$ cat config.mk
export PLATFORM = sky130hd
export DESIGN_NAME = tx_frame_assembler
export DESIGN_NICKNAME = d
export VERILOG_FILES = /design/src/rtl/tx_frame_assembler.sv
export SDC_FILE = /design/constraint.sdc
export NUM_CORES = 1
export LEC_CHECK = 0
export ABC_AREA = 1
export BUFFER_PORTS_ARGS = -buffer_cell sky130_fd_sc_hd__buf_2
export CAP_MARGIN = 20
export CORE_ASPECT_RATIO = 1.75
export CORE_MARGIN = 3
export CORE_UTILIZATION = 54
export CTS_BUF_LIST = sky130_fd_sc_hd__clkbuf_4 sky130_fd_sc_hd__clkbuf_8
export CTS_CLUSTER_DIAMETER = 40
export CTS_CLUSTER_SIZE = 40
export DETAILED_ROUTE_END_ITERATION = 7
export PLACE_DENSITY = 0.82
export SLEW_MARGIN = 20
export SYNTH_ARGS = -nofsm -noshare
export SYNTH_HDL_FRONTEND = slang
export SYNTH_SLANG_ARGS = --single-unit
export TNS_END_PERCENT = 20
$ cat constraint.sdc
create_clock -name clk -period 4.2 [get_ports clk]
set_input_delay 0.21 -clock clk [delete_from_list [all_inputs] [get_ports clk]]
set_output_delay 0.21 -clock clk [all_outputs]
set_load 0.02 [all_outputs]
$ cat src/rtl/tx_frame_assembler.sv
module tx_frame_assembler #(
  parameter int LEN_W   = 8,
  parameter int MIN_PRE = 8
) (
  input  logic             clk,
  input  logic             rst_n,
  input  logic             send,
  input  logic             abort,
  input  logic             repeat_en,
  input  logic [7:0]       rx_byte,
  input  logic [LEN_W-1:0] pre_len,
  input  logic [LEN_W-1:0] info_len,
  input  logic [7:0]       fc,
  input  logic [47:0]      da,
  input  logic [47:0]      sa,
  input  logic [7:0]       info_data,
  input  logic             ind_e,
  input  logic             ind_a,
  input  logic             ind_c,
  output logic             info_take,
  output logic             busy,
  output logic [7:0]       txd
);
  localparam logic [7:0]  IDLE_P = 8'hFF;
  localparam logic [7:0]  JK_P   = 8'hC8;
  localparam logic [7:0]  TT_P   = 8'hDD;
  localparam logic [7:0]  SET_P  = 8'h77;
  localparam logic [7:0]  RST_P  = 8'h11;
  localparam logic [31:0] POLY   = 32'h04C11DB7;

  typedef enum logic [3:0] {S_IDLE, S_PRE, S_SD, S_FC, S_DA, S_SA, S_INFO, S_CRC, S_ED, S_FS} st_t;

  st_t              st;
  logic [LEN_W-1:0] cnt;
  logic [31:0]      crc;
  logic [7:0]       sel;
  logic [LEN_W-1:0] pre_eff;
  logic [2:0]       abyte;

  function automatic logic [31:0] crc_byte(input logic [31:0] c, input logic [7:0] d);
    logic [31:0] r;
    r = c;
    for (int i = 7; i >= 0; i--) begin
      if (r[31] ^ d[i]) r = {r[30:0], 1'b0} ^ POLY;
      else              r = {r[30:0], 1'b0};
    end
    return r;
  endfunction

  assign pre_eff   = (pre_len < LEN_W'(MIN_PRE)) ? LEN_W'(MIN_PRE) : pre_len;
  assign abyte     = 3'd5 - cnt[2:0];
  assign info_take = (st == S_INFO);
  assign busy      = (st != S_IDLE);

  always_comb begin
    case (st)
      S_SD:    sel = JK_P;
      S_FC:    sel = fc;
      S_DA:    sel = da[8*abyte +: 8];
      S_SA:    sel = sa[8*abyte +: 8];
      S_INFO:  sel = info_data;
      S_CRC:   sel = ~crc[31:24];
      S_ED:    sel = TT_P;
      S_FS: begin
        case (cnt[1:0])
          2'd0:    sel = ind_e ? SET_P : RST_P;
          2'd1:    sel = ind_a ? SET_P : RST_P;
          default: sel = ind_c ? SET_P : RST_P;
        endcase
      end
      default: sel = IDLE_P;
    endcase
  end

  always_ff @(posedge clk) begin
    if (!rst_n) begin
      st  <= S_IDLE;
      cnt <= '0;
      crc <= '1;
      txd <= IDLE_P;
    end else begin
      txd <= abort ? IDLE_P : (repeat_en ? rx_byte : sel);
      if (abort || repeat_en) begin
        st  <= S_IDLE;
        cnt <= '0;
      end else begin
        cnt <= cnt + 1'b1;
        case (st)
          S_IDLE: begin
            cnt <= '0;
            if (send) st <= S_PRE;
          end
          S_PRE: if (cnt == pre_eff - 1'b1) st <= S_SD;
          S_SD: begin
            crc <= '1;
            st  <= S_FC;
          end
          S_FC: begin
            crc <= crc_byte(crc, sel);
            cnt <= '0;
            st  <= S_DA;
          end
          S_DA: begin
            crc <= crc_byte(crc, sel);
            if (cnt == LEN_W'(5)) begin
              cnt <= '0;
              st  <= S_SA;
            end
          end
          S_SA: begin
            crc <= crc_byte(crc, sel);
            if (cnt == LEN_W'(5)) begin
              cnt <= '0;
              st  <= (info_len == '0) ? S_CRC : S_INFO;
            end
          end
          S_INFO: begin
            crc <= crc_byte(crc, sel);
            if (cnt == info_len - 1'b1) begin
              cnt <= '0;
              st  <= S_CRC;
            end
          end
          S_CRC: begin
            crc <= {crc[23:0], 8'h00};
            if (cnt == LEN_W'(3)) st <= S_ED;
          end
          S_ED: begin
            cnt <= '0;
            st  <= S_FS;
          end
          S_FS: if (cnt == LEN_W'(2)) st <= S_IDLE;
          default: st <= S_IDLE;
        endcase
      end
    end
  end
endmodule


**Word-level counts from Yosys, hierarchy flattened**

Cells that the tools add are included.

- $add $sub $neg: 4
- Magnitude comparators: 1
- Equality and inequality tests: 22
- Shift-type cells: 2
- Muxes and demuxes: 133
- Bitwise gates (word level): 61
- Reductions and logical operators: 12

Operators with widths:

| cell | number |
|---|---|
| $mux W32 | 84 |
| $mux W27 | 29 |
| $not A14 Y14 | 29 |
| $pmux W32 S6 | 1 |
| $shiftx A48 B7 Y8 | 2 |
| $pmux W8 S8 | 1 |
| $pmux W4 S10 | 1 |
| $mux W8 | 4 |
| $xor A1 B1 Y1 | 29 |
| $mux W4 | 7 |
| $pmux W8 S3 | 1 |
| $mux W7 | 3 |
| $eq A4 B3 Y1 const B | 4 |
| $eq A8 B2 Y1 const B | 2 |
| $eq A8 B8 Y1 | 2 |
| $sub A8 B1 Y8 const B | 2 |
| $pmux W7 S2 | 1 |
| $ne A2 B2 Y1 const B | 6 |
| $add A8 B1 Y8 const B | 1 |
| $eq A4 B2 Y1 const B | 2 |
| $eq A4 B4 Y1 const B | 2 |
| $eq A8 B3 Y1 const B | 1 |
| $logic_not A8 Y1 | 1 |
| $lt A8 B4 Y1 const B | 1 |
| 16 further kinds | 19 |

- Register bits: 52
- Bits of input ports: 144
- Output and inout bits: 10
- Word-level logic and storage cells: 239

**Longest topological paths before layout**

Gate-level depths: netlist of the first run.

- Depth after elaboration: 41
- Depth in mapped cells: 26
- Depth with buffers taken out: 24

**Least setup slack after synthesis of the first run**

No wires, ideal clock.

- Kind: register to register
- From: reg cnt[0]
- To: reg crc[16]
- Library setup time: 0.115 ns
- Data arrival time: 2.486 ns
- Data required time: 4.085 ns
- Setup slack: 1.599 ns
- Stages on the path, launching flop included: 20
- Path buffers: 1
- Period minus slack after synthesis: 2.601 ns
- Path through: dfxtp_1 inv_2 buf_1 ha_1 inv_1 nand2_1 o211ai_1 nand2_1 nand2_1 nor3b_1 nand3_1 nand2_2 nand2_2 nand2_4 inv_2 or2_1 nand3_1 nand3b_1 nand2_1 nand2_1

- Longest elaborated chain between the ends: 33
- Elaborated cells between the ends (all ways): 136
- Those cells by class: add/sub: 1; eq/ne: 1; shift: 2; mux: 103; bitwise: 28; reduce/logical: 1

RTL lines:

| item | RTL line | text |
|---|---|---|
| start: declaration | 34 | `logic [LEN_W-1:0] cnt;` |
| start signal: assignment | 87 | `cnt <= cnt + 1'b1;` |
| $sub A3 B3 Y3 (tied with other cells) | 51 | `assign abyte = 3'd5 - cnt[2:0];` |
| $shiftx A48 B7 Y8 (tied with other cells) | 60 | `S_SA: sel = sa[8*abyte +: 8];` |
| $pmux W8 S8 (*) | 56 | `case (st)` |
| $xor A1 B1 Y1 | 44 | `if (r[31] ^ d[i]) r = {r[30:0], 1'b0} ^ POLY;` |
| $mux W27 | 44 |  |
| $mux W32 | 88 | `case (st)` |
| $mux W32 | 83 | `if (abort \|\| repeat_en) begin` |
| $mux W32 | 76 | `if (!rst_n) begin` |
| [... 17 more ...] | -- |  |
| $mux W32 | 76 |  |
| $mux W27 | 44 |  |
| $mux W32 | 88 |  |
| $mux W32 | 83 |  |
| $mux W32 | 76 |  |
| $not A14 Y14 (no line) | -- |  |
| $mux W27 | 44 |  |
| $pmux W32 S6 (*) | 88 |  |
| end signal: assignment | 99 | `crc <= crc_byte(crc, sel);` |
| end signal: assignment | 104 | `crc <= crc_byte(crc, sel);` |
| end signal: assignment | 111 | `crc <= crc_byte(crc, sel);` |
| end: declaration | 35 | `logic [31:0] crc;` |

Every way passes the cells marked *; elsewhere a longest branch is shown, timed or not. The select of a mux whose other input is x is not followed.
A chain may end at the register's enable or synchronous reset.

**Worst setup path in the final report of the first run**

- From: reg cnt[1]
- To: reg crc[5]

- Longest elaborated chain between the ends: 31
- Elaborated cells between the ends (all ways): 162
- Those cells by class: add/sub: 1; eq/ne: 1; shift: 2; mux: 116; bitwise: 41; reduce/logical: 1

RTL lines:

| item | RTL line |
|---|---|
| $sub A3 B3 Y3 | 51 |
| $shiftx A48 B7 Y8, on equally long branches | 60, 59 |
| $pmux W8 S8 (*) | 56 |
| $xor A1 B1 Y1 | 44 |
| $mux W27 | 44 |
| $mux W32 | 88 |
| $mux W32 | 83 |
| $mux W32 | 76 |
| [... 15 more ...] | -- |
| $xor A1 B1 Y1 | 44 |
| $mux W27 | 44 |
| $mux W32 | 88 |
| $mux W32 | 83 |
| $mux W32 | 76 |
| $not A14 Y14 (no line) | -- |
| $mux W27 | 44 |
| $pmux W32 S6 (*) | 88 |

Marks and branches as above.

==> metrics.csv, run 1 <==
metric;value;unit
post-CTS resize count;0;
Gate Count Post-Synth;974;
Clock Skew;0.0125;ns
H-tree levels;2;
class of the worst hold path;primary input to flip-flop;
Core ar.;9910;um^2
Cell variety after synth;42;
RSZ-0062 raised after global routing;no;
initial DRC count;375;
final worst path period need;3.32;ns
register area share after synthesis;0.190;
Synth Area in Adders;0.0160;
Placer Congestion;0.971;
final setup fails;0;
worst path cell trace;clkinv_1 > buf_4 > ha_1 > nand2_1 > o211ai_1 > nand2_1 > nand2_1 > nor3b_1 > nand2_1 > nand2_1 > nand2_2 > nand2_2 > nand2_4 > xor2_2 > o21ai_1 > o21ai_1 > nand2_1 > nand2_1 > nand2_1;
number of flops mapped to enable cells by yosys;0;
share of cells above drive strength 1;0.215;
CP max stage delay;0.71;ns
Max Transition Viols Final;0;
critical path startpoint category;flip-flop;
TNS Setup;0;ns
latest clock arrival within the worst-skew pair;0.33;ns
number of max-cap violations;0;
Critical path buffers and inverters;2;
Synth top area share;0.251;
yosys warns;0;
Max IR drop VDD;0.000223;V
initial antenna violation count;0;
CTS Buffer Depth;2;
drt first pass iters;5;
n_diodes;0;
post-detail-place hpwl;14400;um
DR vias/cell;5.49;
outcome;completed;
TritonCTS Buffers;5;
Synth area leaders;nand2_1 (25%), dfxtp_1 (19%), nand3_1 (12%);
Die Width;82.2;um
WP data required;4.42;ns
kind of critical path;flip-flop to flip-flop;
WP data arrival;3.54;ns
Nets;1258;
Setup crit end kind;flip-flop;
# DRC;0;
Worst slew margin;0.301;
gr usage total;0.313;
# IOs;154;
largest area contributor in the netlist;nand2_1;
Root Buffer;clkbuf_8;
largest family of logic cells by synthesized area;simple AND/OR/NAND/NOR gates;
Min Hold Slack;0.0870;ns
Avg Cell Area, Syn;5.63;um^2
post-synthesis compound-gate area fraction;0.128;
Antenna Nets Post-Route;0;
Crit path max-delay family;simple AND/OR/NAND/NOR gates;
Avg WL per Cell;15.0;um
Syn Nets;1125;
area delta synth->final;16.3;%
post-synthesis mux area share;0;
count leader, synth;nand2_1;
post-synthesis simple-gate area fraction;0.508;
Reg2Reg Depth;19;
PortBufs;153;
reg2reg start;cnt[1]$_SDFF_PP0_;
clock sink total;52;
Slowest-stage cell, CP;dfxtp_1;
most frequent cells after synthesis;nand2_1 (366), nand3_1 (133), inv_1 (77);
CTS tree;yes;
xor/xnor share of the synthesized area;0.0602;
critical path fanouts, max;18;
Hold Path Depth;3;
reg-to-reg endpoint;crc[5]$_SDFFE_PN1P_;
largest net degree at the start of global routing;53;
Slew @ Worst Pin;1.05;ns
Hold Violations, Final;0;
Hold Startpoint;rx_byte[6];
final cell count without fillers;1233;
Clk pin slew, worst setup/hold paths;0.11;ns
hold endpoint;txd[6]$_SDFF_PP1_;
vias in the first global route;6213;
Leakage;0.00327;uW
maximum clock frequency;0.301;GHz
grt ovf;0;
FFs w/ async S/R, synth;0;
row count;48;
Initial Utilization;0.553;
hold buffers post-CTS;0;
DIE HEIGHT;139;um
r2r setup slk;0.88;ns
Main synth FF type;dfxtp_1;
total number of vias;6773;
cell area power density;210;nW/um^2
postcts setup bufs;0;
first-pass GRT wire length;28200;um
most frequent CP cell;nand2_1;
die area;11400;um^2
Final Cycle Share;0.790;
Yosys reg bits;52;
final wirelength;18500;um
Post-Syn Area;5480;um^2
Placed Instances;1225;
[metal layers]
metal	share of wire	global-route usage
met3	0.074	0.0466
met2	0.50	0.565
met1	0.35	0.309
met4	0.069	0.225
met5	0	0
[worst max-delay path by stage]
stage | to | slack (ns) | depth (start not counted) | start
floorplan | crc[16]$_SDFFE_PN1P_ | 1.60 | 19 | cnt[0]$_SDFF_PP0_
global placement | crc[5]$_SDFFE_PN1P_ | 1.02 | 19 | cnt[1]$_SDFF_PP0_
detailed placement | crc[5]$_SDFFE_PN1P_ | 0.96 | 19 | cnt[1]$_SDFF_PP0_
CTS | crc[5]$_SDFFE_PN1P_ | 0.92 | 19 | cnt[1]$_SDFF_PP0_
global route | crc[12]$_SDFFE_PN1P_ | 0.66 | 21 | cnt[1]$_SDFF_PP0_
finish | crc[5]$_SDFFE_PN1P_ | 0.88 | 19 | cnt[1]$_SDFF_PP0_
[power by group]
part	internal, uW	total, uW	switching, uW
Sequential	504	513	8.42
Clock	122	315	193
Combinational	186	514	328
[metrics by stage]
| step | worst slack (ns) | total power, uW | instance area (um^2) | util |
|---|---|---|---|---|
| after floorplan | 1.60 | 862 | 5480 | - |
| after global placement | 1.02 | 1020 | 6280 | 0.634 |
| after detailed placement | 0.960 | 1030 | 6280 | 0.634 |
| after CTS | 0.920 | 1340 | 6380 | 0.644 |
| after global routing | 0.664 | 1420 | 6380 | 0.644 |
| final | 0.880 | 1340 | 6380 | 0.644 |
[cell usage in the layout (no fill, tap or decap), drive strengths merged]
| master | netlist | layout |
|---|---|---|
| o311ai | 3 | 3 |
| nor2 | 55 | 55 |
| nor3 | 9 | 9 |
| or2 | 2 | 2 |
| dfxtp | 52 | 52 |
| xnor2 | 6 | 6 |
| a211oi | 3 | 3 |
| xor2 | 30 | 30 |
| a221oi | 1 | 1 |
| a22o | 2 | 2 |
| o21ai | 47 | 47 |
| a31oi | 3 | 3 |
| o2111ai | 1 | 1 |
| clkbuf | 18 | 5 |
| nand2b | 1 | 1 |
| o211ai | 9 | 9 |
| nand4 | 5 | 5 |
| clkinv | 4 | 4 |
| nand2 | 406 | 406 |
| nand3 | 137 | 137 |
| inv | 88 | 90 |
| buf | 18 | 162 |
| ha | 7 | 7 |
| a211o | 2 | 2 |
| clkinvlp | 0 | 1 |
| o21bai | 4 | 4 |
| nor4 | 3 | 3 |
| nand3b | 6 | 6 |
| nor3b | 3 | 3 |
| a21oi | 49 | 49 |
[flip-flops by register name, indices dropped and copies added, names as in the netlist]
name and flops:
cnt 8, st 4, crc 32, txd 8
[worst register-to-register path: cells and delay by family, from the launching register on]
kind	cells	cell delay, ns
flops	1	0.71
compound gates	3	0.27
fa+ha+maj	1	0.23
simple gates	12	1.40
buf+inv	2	0.35
xor+xnor	1	0.24
[logic make-up (layout without fill, tap and decap cells)]
family,after synthesis,count (layout)
AO/OA/AOI/OAI,124,124
AND/OR/NAND/NOR,627,627
XOR/XNOR,36,36
buffers and inverters,128,262
adder cells (fa/ha/maj),7,7
flip-flops,52,52
[final cells by class]
class	count	area, um^2
fillers	992	3530
multi-input cells	794	3910
flip-flops and latches	52	1040
well taps	125	156
clock buffers	5	68.8
clock inverters	3	25.0
repair buffers	162	833
inverters	92	345
Note: power is estimated with default switching activity, not from simulation.
==> run 2, diff against run 1 <==
Clock period 4.2 ns to 3.4 ns, I/O delays scaled along.
==> run 2 against run 1 <==
  * Hold slack got worse by 0.050 ns
  * Via count rose by 1.8%
  * Combinational power rose by 25%
  * Cell count rose by 0.73%
  * Die area did not move
  * Global-route usage rose by 1.6 points
  * First-iteration DRC count rose by 31%
  * Setup slack got worse by 0.57 ns
  * Count of clock-buffer cells in the layout did not move
  * Fmax rose by 7.4%
  * Critical path type unchanged
==> metrics.csv, run 2 (synthesized netlist as in run 1, its figures left out) <==
metric;value;unit;change
die area;11400;um^2;unchanged
Final Cycle Share;0.909;;+0.118
final worst path period need;3.09;ns;-0.230 ns
Clk pin slew, worst setup/hold paths;0.12;ns;about the same
Die Width;82.2;um;unchanged
PortBufs;153;;unchanged
critical path startpoint category;flip-flop;;
WP data arrival;3.31;ns;-0.23 ns
Crit path max-delay family;simple AND/OR/NAND/NOR gates;;
kind of critical path;flip-flop to flip-flop;;
Initial Utilization;0.553;;unchanged
largest net degree at the start of global routing;35;;-34%
Reg2Reg Depth;22;;+3
Critical path buffers and inverters;2;;unchanged
Avg WL per Cell;15.2;um;+1.3%
H-tree levels;2;;unchanged
top flop regs;crc: 32 flops, cnt: 8 flops, txd: 8 flops;;
number of fill cells;1016;;+2.4%
row count;48;;unchanged
most common cell after layout, fill and taps aside;nand2_1;;
vias in the first global route;6679;;+7.5%
post-CTS resize count;0;;unchanged
latest clock arrival within the worst-skew pair;0.33;ns;about the same
# IOs;154;;unchanged
hold buffers post-CTS;0;;unchanged
max reg flops;32;;unchanged
clock sink total;52;;unchanged
Largest Register;crc;;
# DRC;0;;unchanged
cell area power density;259;nW/um^2;+23%
drt first pass iters;5;;unchanged
Hold Violations, Final;0;;unchanged
Placer Congestion;0.985;;+1.4%
number of max-cap violations;0;;unchanged
DIE HEIGHT;139;um;unchanged
worst path cell trace;inv_2 > nor2_4 > nand2_4 > buf_4 > nand2_1 > nand2_1 > o21ai_1 > nand2_1 > nand2_1 > nand3_1 > nand2_1 > nand2_1 > nand2_2 > nand2_2 > nand2_4 > nand2_1 > nand2_1 > nor2_2 > nand2_1 > nand3b_1 > nand2_1 > nand2_1;;
Clock Skew;0.0168;ns;+0.00428 ns
TritonCTS Buffers;5;;unchanged
Root Buffer;clkbuf_8;;
r2r setup slk;0.31;ns;-0.57 ns
total number of vias;6892;;+1.8%
WP data required;3.62;ns;-0.80 ns
most frequent CP cell;nand2_1;;
WP depth;22;;+3
Slew @ Worst Pin;0.995;ns;-0.0516 ns
TNS Setup;0;ns;unchanged
Antenna Nets Post-Route;0;;unchanged
grt ovf;0;;unchanged
CTS Buffer Depth;2;;unchanged
CP max stage delay;0.44;ns;-0.27 ns
Core ar.;9910;um^2;unchanged
first-pass GRT wire length;30000;um;+6.0%
commonest cells after routing, fill and taps aside;nand2_1 (366), buf_2 (153), nand3_1 (133);;
Hold Path Depth;3;;unchanged
area delta synth->final;17.7;%;
crit path from;st[0]$_SDFFE_PP0P_;;
Final Util;0.651;;+0.00757
final setup fails;0;;unchanged
final wirelength;18900;um;+2.1%
Slowest-stage cell, CP;dfxtp_1;;
reg2reg start;st[0]$_SDFFE_PP0P_;;
Nets;1266;;+0.64%
share of cells above drive strength 1;0.220;;+0.00563
critical path fanouts, max;34;;+16
initial DRC count;492;;+31%
Setup crit end kind;flip-flop;;
outcome;completed;;
initial antenna violation count;1;;+1
Worst slew margin;0.336;;+0.0345
RSZ-0062 raised after global routing;no;;
gr usage total;0.330;;+0.0163
DR vias/cell;5.55;;+1.0%
Max Transition Viols Final;0;;unchanged
CTS tree;yes;;
postcts setup bufs;0;;unchanged
maximum clock frequency;0.324;GHz;+7.4%
class of the worst hold path;primary input to flip-flop;;
Min Hold Slack;0.0371;ns;-0.0499 ns
Leakage;0.00331;uW;+1.3%
post-detail-place hpwl;14800;um;+3.2%
Hold Startpoint;rx_byte[7];;
Max IR drop VDD;0.000233;V;+4.3%
-- run 2: changes by cell type in the layout (fill, tap and decap cells not counted) --
cell and change:
diode_2 +1, buf_4 +7, buf_12 +1
-- run 2: area by class of cell --
| class | count | area [um^2] | share of cell area |
|---|---|---|---|
| Clock buffer | 5 | 68.8 | 0.0107 |
| Tap cell | 125 | 156 | 0.0242 |
| Multi-Input combinational cell | 794 | 3910 | 0.606 |
| Antenna cell | 1 | 2.50 | 0.000388 |
| Clock inverter | 3 | 25.0 | 0.00388 |
| Sequential cell | 52 | 1040 | 0.161 |
| Timing Repair Buffer | 170 | 906 | 0.140 |
| Inverter | 92 | 345 | 0.0535 |
-- run 2: per-layer routing --
metal	vias to the layer above	wire, um	global-route usage
li1	3431	-	-
met4	0	1390	0.237
met5	-	0	0
met1	3035	6570	0.324
met2	334	9570	0.600
met3	92	1390	0.0427
-- run 2: worst paths after layout --
kind                                             end
worst min register to register   crc[7]$_SDFFE_PN1P_
worst min-delay path               txd[7]$_SDFF_PP1_
worst max-delay path            crc[11]$_SDFFE_PN1P_
worst max register to register  crc[11]$_SDFFE_PN1P_
-- run 2: power breakdown --
part	internal [uW]	switching, uW
Combinational	231	413
Clock	151	243
Sequential	623	11.5
Total	1010	667
-- run 2: worst register-to-register path, stage by stage, from the launching register on --
cell and delay (ns):
dfxtp_1 0.44, inv_2 0.10, nor2_4 0.21, nand2_4 0.26
buf_4 0.27, nand2_1 0.06, nand2_1 0.04, o21ai_1 0.15
nand2_1 0.06, nand2_1 0.05, nand3_1 0.12, nand2_1 0.20
nand2_1 0.09, nand2_2 0.14, nand2_2 0.08, nand2_4 0.12
nand2_1 0.07, nand2_1 0.17, nor2_2 0.07, nand2_1 0.07
nand3b_1 0.10, nand2_1 0.07, nand2_1 0.04
-- run 2: per-stage QoR --
stage	area (um^2)	worst slack, ns	std cells	power [uW]
final	6450	0.310	1242	1670
after detailed placement	6360	0.401	1233	1280
after global routing	6450	0.0422	1242	1770
after global placement	6360	0.448	1233	1270
after CTS	6450	0.391	1241	1670
after floorplan	5480	0.799	974	1060
